`src/rtl/bilbo_pkg.sv`:
```
package bilbo_pkg;

    typedef enum logic [1:0] {
        MODE_SCAN = 2'b00,
        MODE_GEN  = 2'b01,
        MODE_LOAD = 2'b10,
        MODE_SIG  = 2'b11
    } bilbo_mode_e;

    localparam int unsigned NUM_MODES = 4;

    // one-hot select positions
    localparam int unsigned SEL_SCAN = 0;
    localparam int unsigned SEL_GEN  = 1;
    localparam int unsigned SEL_LOAD = 2;
    localparam int unsigned SEL_SIG  = 3;

endpackage

```
`src/rtl/bilbo_mode_decode.sv`:
```
module bilbo_mode_decode
    import bilbo_pkg::*;
(
    input  logic [1:0]           mode_i,
    output logic [NUM_MODES-1:0] sel_o
);
    always_comb begin
        sel_o = '0;
        unique case (bilbo_mode_e'(mode_i))
            MODE_SCAN: sel_o[SEL_SCAN] = 1'b1;
            MODE_GEN:  sel_o[SEL_GEN]  = 1'b1;
            MODE_LOAD: sel_o[SEL_LOAD] = 1'b1;
            MODE_SIG:  sel_o[SEL_SIG]  = 1'b1;
            default:   sel_o = '0;
        endcase
    end
endmodule

```
`src/rtl/bilbo_feedback.sv`:
```
// Feedback bit for the polynomial 1 + x + x^N: last stage XOR first stage.
module bilbo_feedback (
    input  logic last_i,
    input  logic first_i,
    output logic fb_o
);
    always_comb fb_o = last_i ^ first_i;
endmodule

```
`src/rtl/bilbo_cell.sv`:
```
// Next value of one stage given the value arriving along the chain.
module bilbo_cell
    import bilbo_pkg::*;
(
    input  logic [NUM_MODES-1:0] sel_i,
    input  logic                 chain_i,
    input  logic                 data_i,
    output logic                 next_o
);
    always_comb begin
        next_o = ((sel_i[SEL_SCAN] | sel_i[SEL_GEN]) & chain_i)
               | (sel_i[SEL_LOAD] & data_i)
               | (sel_i[SEL_SIG]  & (chain_i ^ data_i));
    end
endmodule

```
`src/rtl/bilbo_reg.sv`:
```
module bilbo_reg
    import bilbo_pkg::*;
#(
    parameter int unsigned N = 8
) (
    input  logic         clk_i,
    input  logic         rst_ni,
    input  logic [1:0]   mode_i,
    input  logic [N-1:0] par_d_i,
    output logic [N-1:0] par_q_o,
    input  logic         scan_in_i,
    output logic         scan_out_o
);
    localparam int unsigned LAST = N - 1;

    typedef struct packed {
        logic [N-1:0] q;
    } state_t;

    state_t s_d, s_q;

    logic [NUM_MODES-1:0] sel;
    logic                 fb;
    logic [N-1:0]         chain;
    logic [N-1:0]         cell_next;

    bilbo_mode_decode u_dec (
        .mode_i (mode_i),
        .sel_o  (sel)
    );

    bilbo_feedback u_fb (
        .last_i  (s_q.q[LAST]),
        .first_i (s_q.q[0]),
        .fb_o    (fb)
    );

    // value entering each stage along the chain
    always_comb begin
        chain[0] = sel[SEL_SCAN] ? scan_in_i : fb;
        for (int i = 1; i < N; i++) begin
            chain[i] = s_q.q[i-1];
        end
    end

    for (genvar g = 0; g < N; g++) begin : g_cell
        bilbo_cell u_cell (
            .sel_i   (sel),
            .chain_i (chain[g]),
            .data_i  (par_d_i[g]),
            .next_o  (cell_next[g])
        );
    end

    always_comb begin
        s_d   = s_q;
        s_d.q = cell_next;
    end

    always_ff @(posedge clk_i or negedge rst_ni) begin
        if (!rst_ni) begin
            s_q <= '0;
        end else begin
            s_q <= s_d;
        end
    end

    assign par_q_o    = s_q.q;
    assign scan_out_o = s_q.q[LAST];

endmodule

```
`config.mk`:
```
export PLATFORM = sky130hd
export DESIGN_NAME = bilbo_reg
export DESIGN_NICKNAME = d
export VERILOG_FILES = /design/src/rtl/bilbo_pkg.sv /design/src/rtl/bilbo_mode_decode.sv /design/src/rtl/bilbo_feedback.sv /design/src/rtl/bilbo_cell.sv /design/src/rtl/bilbo_reg.sv
export SDC_FILE = /design/constraint.sdc
export NUM_CORES = 1
export LEC_CHECK = 0
export BUFFER_PORTS_ARGS = -buffer_cell sky130_fd_sc_hd__buf_4
export CELL_PAD_IN_SITES_DETAIL_PLACEMENT = 1
export CELL_PAD_IN_SITES_GLOBAL_PLACEMENT = 2
export CORE_MARGIN = 2
export CORE_UTILIZATION = 27
export CTS_CLUSTER_DIAMETER = 120
export DETAILED_ROUTE_END_ITERATION = 6
export GPL_TIMING_DRIVEN = 0
export PLACE_DENSITY_LB_ADDON = 0.1
export SLEW_MARGIN = 20
export SYNTH_ARGS = -nofsm -noshare
export SYNTH_HDL_FRONTEND = slang
export SYNTH_HIERARCHICAL = 1
export SYNTH_SLANG_ARGS = --single-unit
```
`constraint.sdc`:
```
create_clock -name clk_i -period 1.7 [get_ports clk_i]
set_input_delay 0.17 -clock clk_i [delete_from_list [all_inputs] [get_ports clk_i]]
set_output_delay 0.17 -clock clk_i [all_outputs]
set_load 0.02 [all_outputs]
```
==> results of run 1 <==
synth_stat cells:
library cell / instances / share of area, %
xor2_1: 9 / 15
a221o_1: 8 / 15
buf_4: 8 / 12
dfrtp_1: 8 / 38
o21a_1: 8 / 12
and2_2: 1 / 1.4
and2b_2: 1 / 1.7
mux2_4: 1 / 2.9
nor2_1: 1 / 0.72
nor2b_1: 1 / 1.2
cell usage in the layout, fill, tap and decap left out, types with 3 or more instances in the layout:
cell type	count
clkbuf_4	3
buf_4	29
dfrtp_1	8
xor2_1	9
o21a_1	8
a221o_1	8
metal layers:
| metal | GRT usage (%) | up-vias |
|---|---|---|
| met1 | 15.6 | 219 |
| met3 | 6.04 | 0 |
| li1 | - | 218 |
| met5 | 0 | - |
| met4 | 4.86 | 0 |
| met2 | 17.9 | 14 |
layout make-up:
class / instances / area share (%)
multi-input cells: 30 / 35.1
flip-flops and latches: 8 / 27.0
clock buffers: 3 / 3.04
repair buffers: 22 / 22.6
well taps: 25 / 4.22
plain buffers: 8 / 8.09
logic make-up after synthesis:
family | count (synthesis) | synth area share (%)
xor+xnor | 9 | 15.1
mux | 1 | 2.88
flops | 8 | 38.5
simple gates | 4 | 5.05
compound gates | 16 | 26.9
buf+inv | 8 | 11.5
per-stage QoR:
step,utilization (%),instance area (sq um),instances
4_1_cts,42.1,742,96
3_3_place_gp,40.2,709,92
5_1_grt,42.1,742,96
2_1_floorplan,-,520,46
6_report,42.1,742,96
3_5_place_dp,40.2,709,92
path summary, 6_finish.rpt:
| path | from | endpoint | slack (ps) |
|---|---|---|---|
| max in group asynchronous | rst_ni | par_q_o[2] | 1280 |
| worst max register to register | par_q_o[0] | par_q_o[0] | 250 |
| worst max-delay path | mode_i[1] | par_q_o[0] | 180 |
| worst min-delay path | par_d_i[7] | par_q_o[7] | 170 |
| min in group asynchronous | rst_ni | par_q_o[6] | 290 |
| worst min register to register | par_q_o[4] | par_q_o[5] | 620 |
repair_timing:
item	in CTS	in global routing
hold endpoints to repair	8	0
hold buffers	1	0
setup buffers	0	0
where the power goes:
part	leakage (nW)	internal (mW)	switching (mW)
Combinational	0.254	0.183	0.132
Clock	0.0138	0.0805	0.0595
Sequential	0.0989	0.226	0.0375
Total	0.366	0.489	0.229
==> out/metrics.yaml, run 1 <==
hold_path:
  worstHoldPathCells: 2
  hold_class: "input pin to flip-flop"
sta:
  timing.final.crit_share_pct: 89.6
  tns_ps: 0
  min_period_ps: 1520
  worst_clock_skew_ps: 4.05
  rsz0062_at_grt: "no"
  final-max-slew-violation-count: 0
  finalHoldViolCount: 0
  worst_slack_ps: 176
  finalSetupViolations: 0
  max_freq_mhz: 656
  slew_headroom_pct: 53.0
  tightest_slew_ps: 703
  whs_ps: 168
floorplan:
  dieArea_sq_um: 2290
  core_sq_um: 1760
  dieWidth_microns: 47.9
  start_util_pct: 29.5
  ios: 22
  die-height_microns: 47.9
  rows: 15
setup_path:
  critPathCaptureType: "flip-flop"
  start_kind: "input pin"
  crit_type: "input pin to flip-flop"
  critical_path_peak_fanout: 9
  arrival_ps: 1650
  crit_path_top_delay_cell: "nor2_1"
  crit_family: "simple AND/OR/NAND/NOR gates"
  cp.required_ps: 1830
  r2r.worst_path.cells: 4
  worstPathCellList: "buf_4 -> nor2_1 -> mux2_4 -> xor2_1 -> a221o_1"
  path_buf_inv: 1
  cpPeakStageDelay_ps: 550
  cp.depth: 5
place:
  dpl.hpwl_microns: 843
  preCtsSetupSlack_ps: -90.3
  io_buffers: 21
  routabilityCongestion: 0.648
finish:
  multi_input_comb_area_sq_um: 260
  ff_latch_area_sq_um: 200
  nets: 86
  area_growth_pct: 42.5
  drive_gt1_share_pct: 49.3
  largest_reg_flops: 8
  antenna_cells: 0
  fillers: 222
global_route:
  antenna_found_initial: 0
  grt_overflow: 0
  first_global_vias: 414
  track_usage_pct: 12.3
  grt_pass1_wl_microns: 1830
  grt_max_degree: 10
power:
  leakagePower_nw: 0.366
  power_density_nw_per_um2: 968
  total_power_mw: 0.718
  peakVddDrop_mv: 0.349
synth:
  netlist-cell-type-count: 10
  ys_ff_latch: 8
  avgSynthCellArea_sq_um: 11.3
  netlist_area_sq_um: 520
  yosys_warnings: 6
  syn-instance-count: 46
  ys_seq_area_share_pct: 38.5
  synth_nets: 59
clock_network:
  cts.sinks: 8
  clk_path_buf_depth: 2
  path_clk_slew_ps: 50
  cts_resized: 0
  clk_latency_ps: 250
  cts_tree: "yes"
  root_buffer: "clkbuf_4"
  numCtsBuffers: 3
  cts_max_level: 1
detailed_routing:
  drt-initial-drc-count: 10
  wl_microns: 1150
  num_vias: 451
  ant_nets: 0
  dr.pass1.iters: 2
  wl_met3_microns: 81
  wl_per_cell_microns: 12.0
  dr_wl_met2_microns: 488
  drc: 0
  drt-met1-wl_microns: 578
  top_layer: "met3"
  post_drt_via_cell_ratio: 4.70
outcome:
  status: "finished, final reports clean"
flow_run:
  drv_cap: 0
Note: power is estimated with default switching activity, not from simulation.
==> inputs of run 2 (changes only) <==
--- a/config.mk
+++ b/config.mk
@@ -13,6 +13,7 @@
 export CTS_CLUSTER_DIAMETER = 120
 export DETAILED_ROUTE_END_ITERATION = 6
 export GPL_TIMING_DRIVEN = 0
+export MAX_ROUTING_LAYER = met4
 export PLACE_DENSITY_LB_ADDON = 0.1
 export SLEW_MARGIN = 20
 export SYNTH_ARGS = -nofsm -noshare
==> constraint.sdc (replaced) <==
create_clock -name clk_i -period 1.59 [get_ports clk_i]
set_input_delay 0.159 -clock clk_i [delete_from_list [all_inputs] [get_ports clk_i]]
set_output_delay 0.159 -clock clk_i [all_outputs]
set_load 0.02 [all_outputs]
==> run 2 against run 1 <==
First-iteration DRC count did not move. Cell count did not move. Register-to-register slack got worse by 110 ps. Sequential share of layout area is the same. Critical path depth unchanged. Die area stayed put. Flip-flop and latch count is the same. Non-clock buffer count is the same. Combinational power up 7.0%. Largest power group unchanged.
==> out/metrics.yaml, run 2 (synthesized netlist as in run 1, its figures left out) <==
finish:
  largest_reg_flops: 8  # unchanged
  final_cell_mix: "buf_4, xor2_1, o21a_1, a221o_1, dfrtp_1"
  postLayoutCellArea_sq_um: 742  # unchanged
  area_growth_pct: 42.5  # unchanged
  final_common_cell: "buf_4"
  antenna_cells: 0  # unchanged
  drive_gt1_share_pct: 49.3  # unchanged
  final_cells: 96  # unchanged
  fillers: 222  # unchanged
  post-route-util_pct: 42.1  # unchanged
  nets: 86  # unchanged
floorplan:
  core_sq_um: 1760  # unchanged
  ios: 22  # unchanged
  rows: 15  # unchanged
  dieArea_sq_um: 2290  # unchanged
  dieWidth_microns: 47.9  # unchanged
  start_util_pct: 29.5  # unchanged
  die-height_microns: 47.9  # unchanged
detailed_routing:
  num_vias: 451  # unchanged
  wl_per_cell_microns: 12.0  # unchanged
  drt-initial-drc-count: 10  # unchanged
  drc: 0  # unchanged
  post_drt_via_cell_ratio: 4.70  # unchanged
  dr.pass1.iters: 2  # unchanged
  ant_nets: 0  # unchanged
  wl_microns: 1150  # unchanged
place:
  dpl.hpwl_microns: 843  # unchanged
  routabilityCongestion: 0.654  # +0.88%
  preCtsSetupSlack_ps: -189  # -99.0 ps
  place_area_sq_um: 709  # unchanged
  io_buffers: 21  # unchanged
  dp_cells: 92  # unchanged
clock_network:
  cts.sinks: 8  # unchanged
  cts_resized: 0  # unchanged
  holdBufCountCts: 1  # unchanged
  postCtsSetupRepairBufs: 0  # unchanged
  root_buffer: "clkbuf_4"
  cts_max_level: 1  # unchanged
  cts_tree: "yes"
  path_clk_slew_ps: 50  # about the same
  clk_latency_ps: 250  # about the same
  numCtsBuffers: 3  # unchanged
  clk_path_buf_depth: 2  # unchanged
outcome:
  status: "finished, final reports clean"
setup_path:
  timing.rr.end: "par_q_o[0]"
  arrival_ps: 1640  # about the same
  start_kind: "input pin"
  crit_path_top_delay_cell: "nor2_1"
  r2r-start: "par_q_o[0]"
  path_buf_inv: 1  # unchanged
  worstPathCellList: "buf_4 -> nor2_1 -> mux2_4 -> xor2_1 -> a221o_1"
  critPathCaptureType: "flip-flop"
  cp.required_ps: 1720  # -110 ps
  cpPeakStageDelay_ps: 550  # about the same
  crit_family: "simple AND/OR/NAND/NOR gates"
  crit_type: "input pin to flip-flop"
  r2r.worst_path.cells: 4  # unchanged
  ff2ff_setup_slack_ps: 140  # -110 ps
  critical_path_peak_fanout: 9  # unchanged
flow_run:
  drv_cap: 0  # unchanged
sta:
  final-max-slew-violation-count: 0  # unchanged
  slew_headroom_pct: 53.0  # about the same
  tns_ps: 0  # unchanged
  min_period_ps: 1510
  rsz0062_at_grt: "no"
  tightest_slew_ps: 703  # -0.0457 ps
  whs_ps: 157  # -11.0 ps
  worst_clock_skew_ps: 4.04  # -0.00616 ps
  max_freq_mhz: 661
  finalHoldViolCount: 0  # unchanged
  worst_slack_ps: 77.1  # -99.0 ps
  finalSetupViolations: 0  # unchanged
  timing.final.crit_share_pct: 95.2
hold_path:
  min_from: "par_d_i[7]"
  worstHoldPathCells: 2  # unchanged
  worstHoldEndpoint: "par_q_o[7]"
  hold_class: "input pin to flip-flop"
global_route:
  grt_max_degree: 10  # unchanged
  grt_overflow: 0  # unchanged
  first_global_vias: 413  # -0.24%
  antenna_found_initial: 0  # unchanged
  grt_pass1_wl_microns: 1830  # unchanged
  track_usage_pct: 12.7  # +0.39 points
power:
  power_density_nw_per_um2: 1040  # +6.9%
  peakVddDrop_mv: 0.373  # +6.9%
  leakagePower_nw: 0.366  # unchanged
  total_power_mw: 0.768  # +6.9%
-- run 2: cell counts in the layout (fill, tap and decap cells not counted) --
Identical to the previous run, type by type.
-- run 2: area by class of cell --
class | count | area (sq um) | share of cell area, %
clock buffers | 3 | 22.5 | 3.04
well taps | 25 | 31.3 | 4.22
plain buffers | 8 | 60.1 | 8.09
multi-input cells | 30 | 260 | 35.1
repair buffers | 22 | 168 | 22.6
flip-flops and latches | 8 | 200 | 27.0
-- run 2: power breakdown --
part           leakage [nW]  switching (mW)  internal, mW  total (mW)
clock network        0.0138          0.0636        0.0860       0.150
logic                 0.254           0.142         0.195       0.337
registers            0.0989          0.0401         0.242       0.282
total                 0.366           0.245         0.523       0.768
-- run 2: worst max-delay path by stage --
stage | from | endpoint | slack, ps | cells after the start
floorplan | par_q_o[7] | par_q_o[0] | 130 | 4
global placement | mode_i[1] | par_q_o[0] | -210 | 5
detailed placement | mode_i[1] | par_q_o[0] | -190 | 5
CTS | mode_i[1] | par_q_o[0] | 80 | 5
global route | mode_i[1] | par_q_o[0] | 0.8 | 5
finish | mode_i[1] | par_q_o[0] | 80 | 5
-- run 2: layer usage --
| layer | global-route usage (%) | share of wire [%] | up-vias |
|---|---|---|---|
| met5 | - | 0 | - |
| met4 | 4.86 | 0 | 0 |
| met3 | 6.04 | 7.1 | 0 |
| met2 | 17.9 | 42 | 14 |
| met1 | 15.6 | 50 | 219 |
| li1 | - | - | 218 |
-- run 2: worst register-to-register path, stage by stage, from the launching register on --
cell     delay [ps]
dfrtp_1         420
xor2_1          180
mux2_4          280
xor2_1          140
a221o_1         310
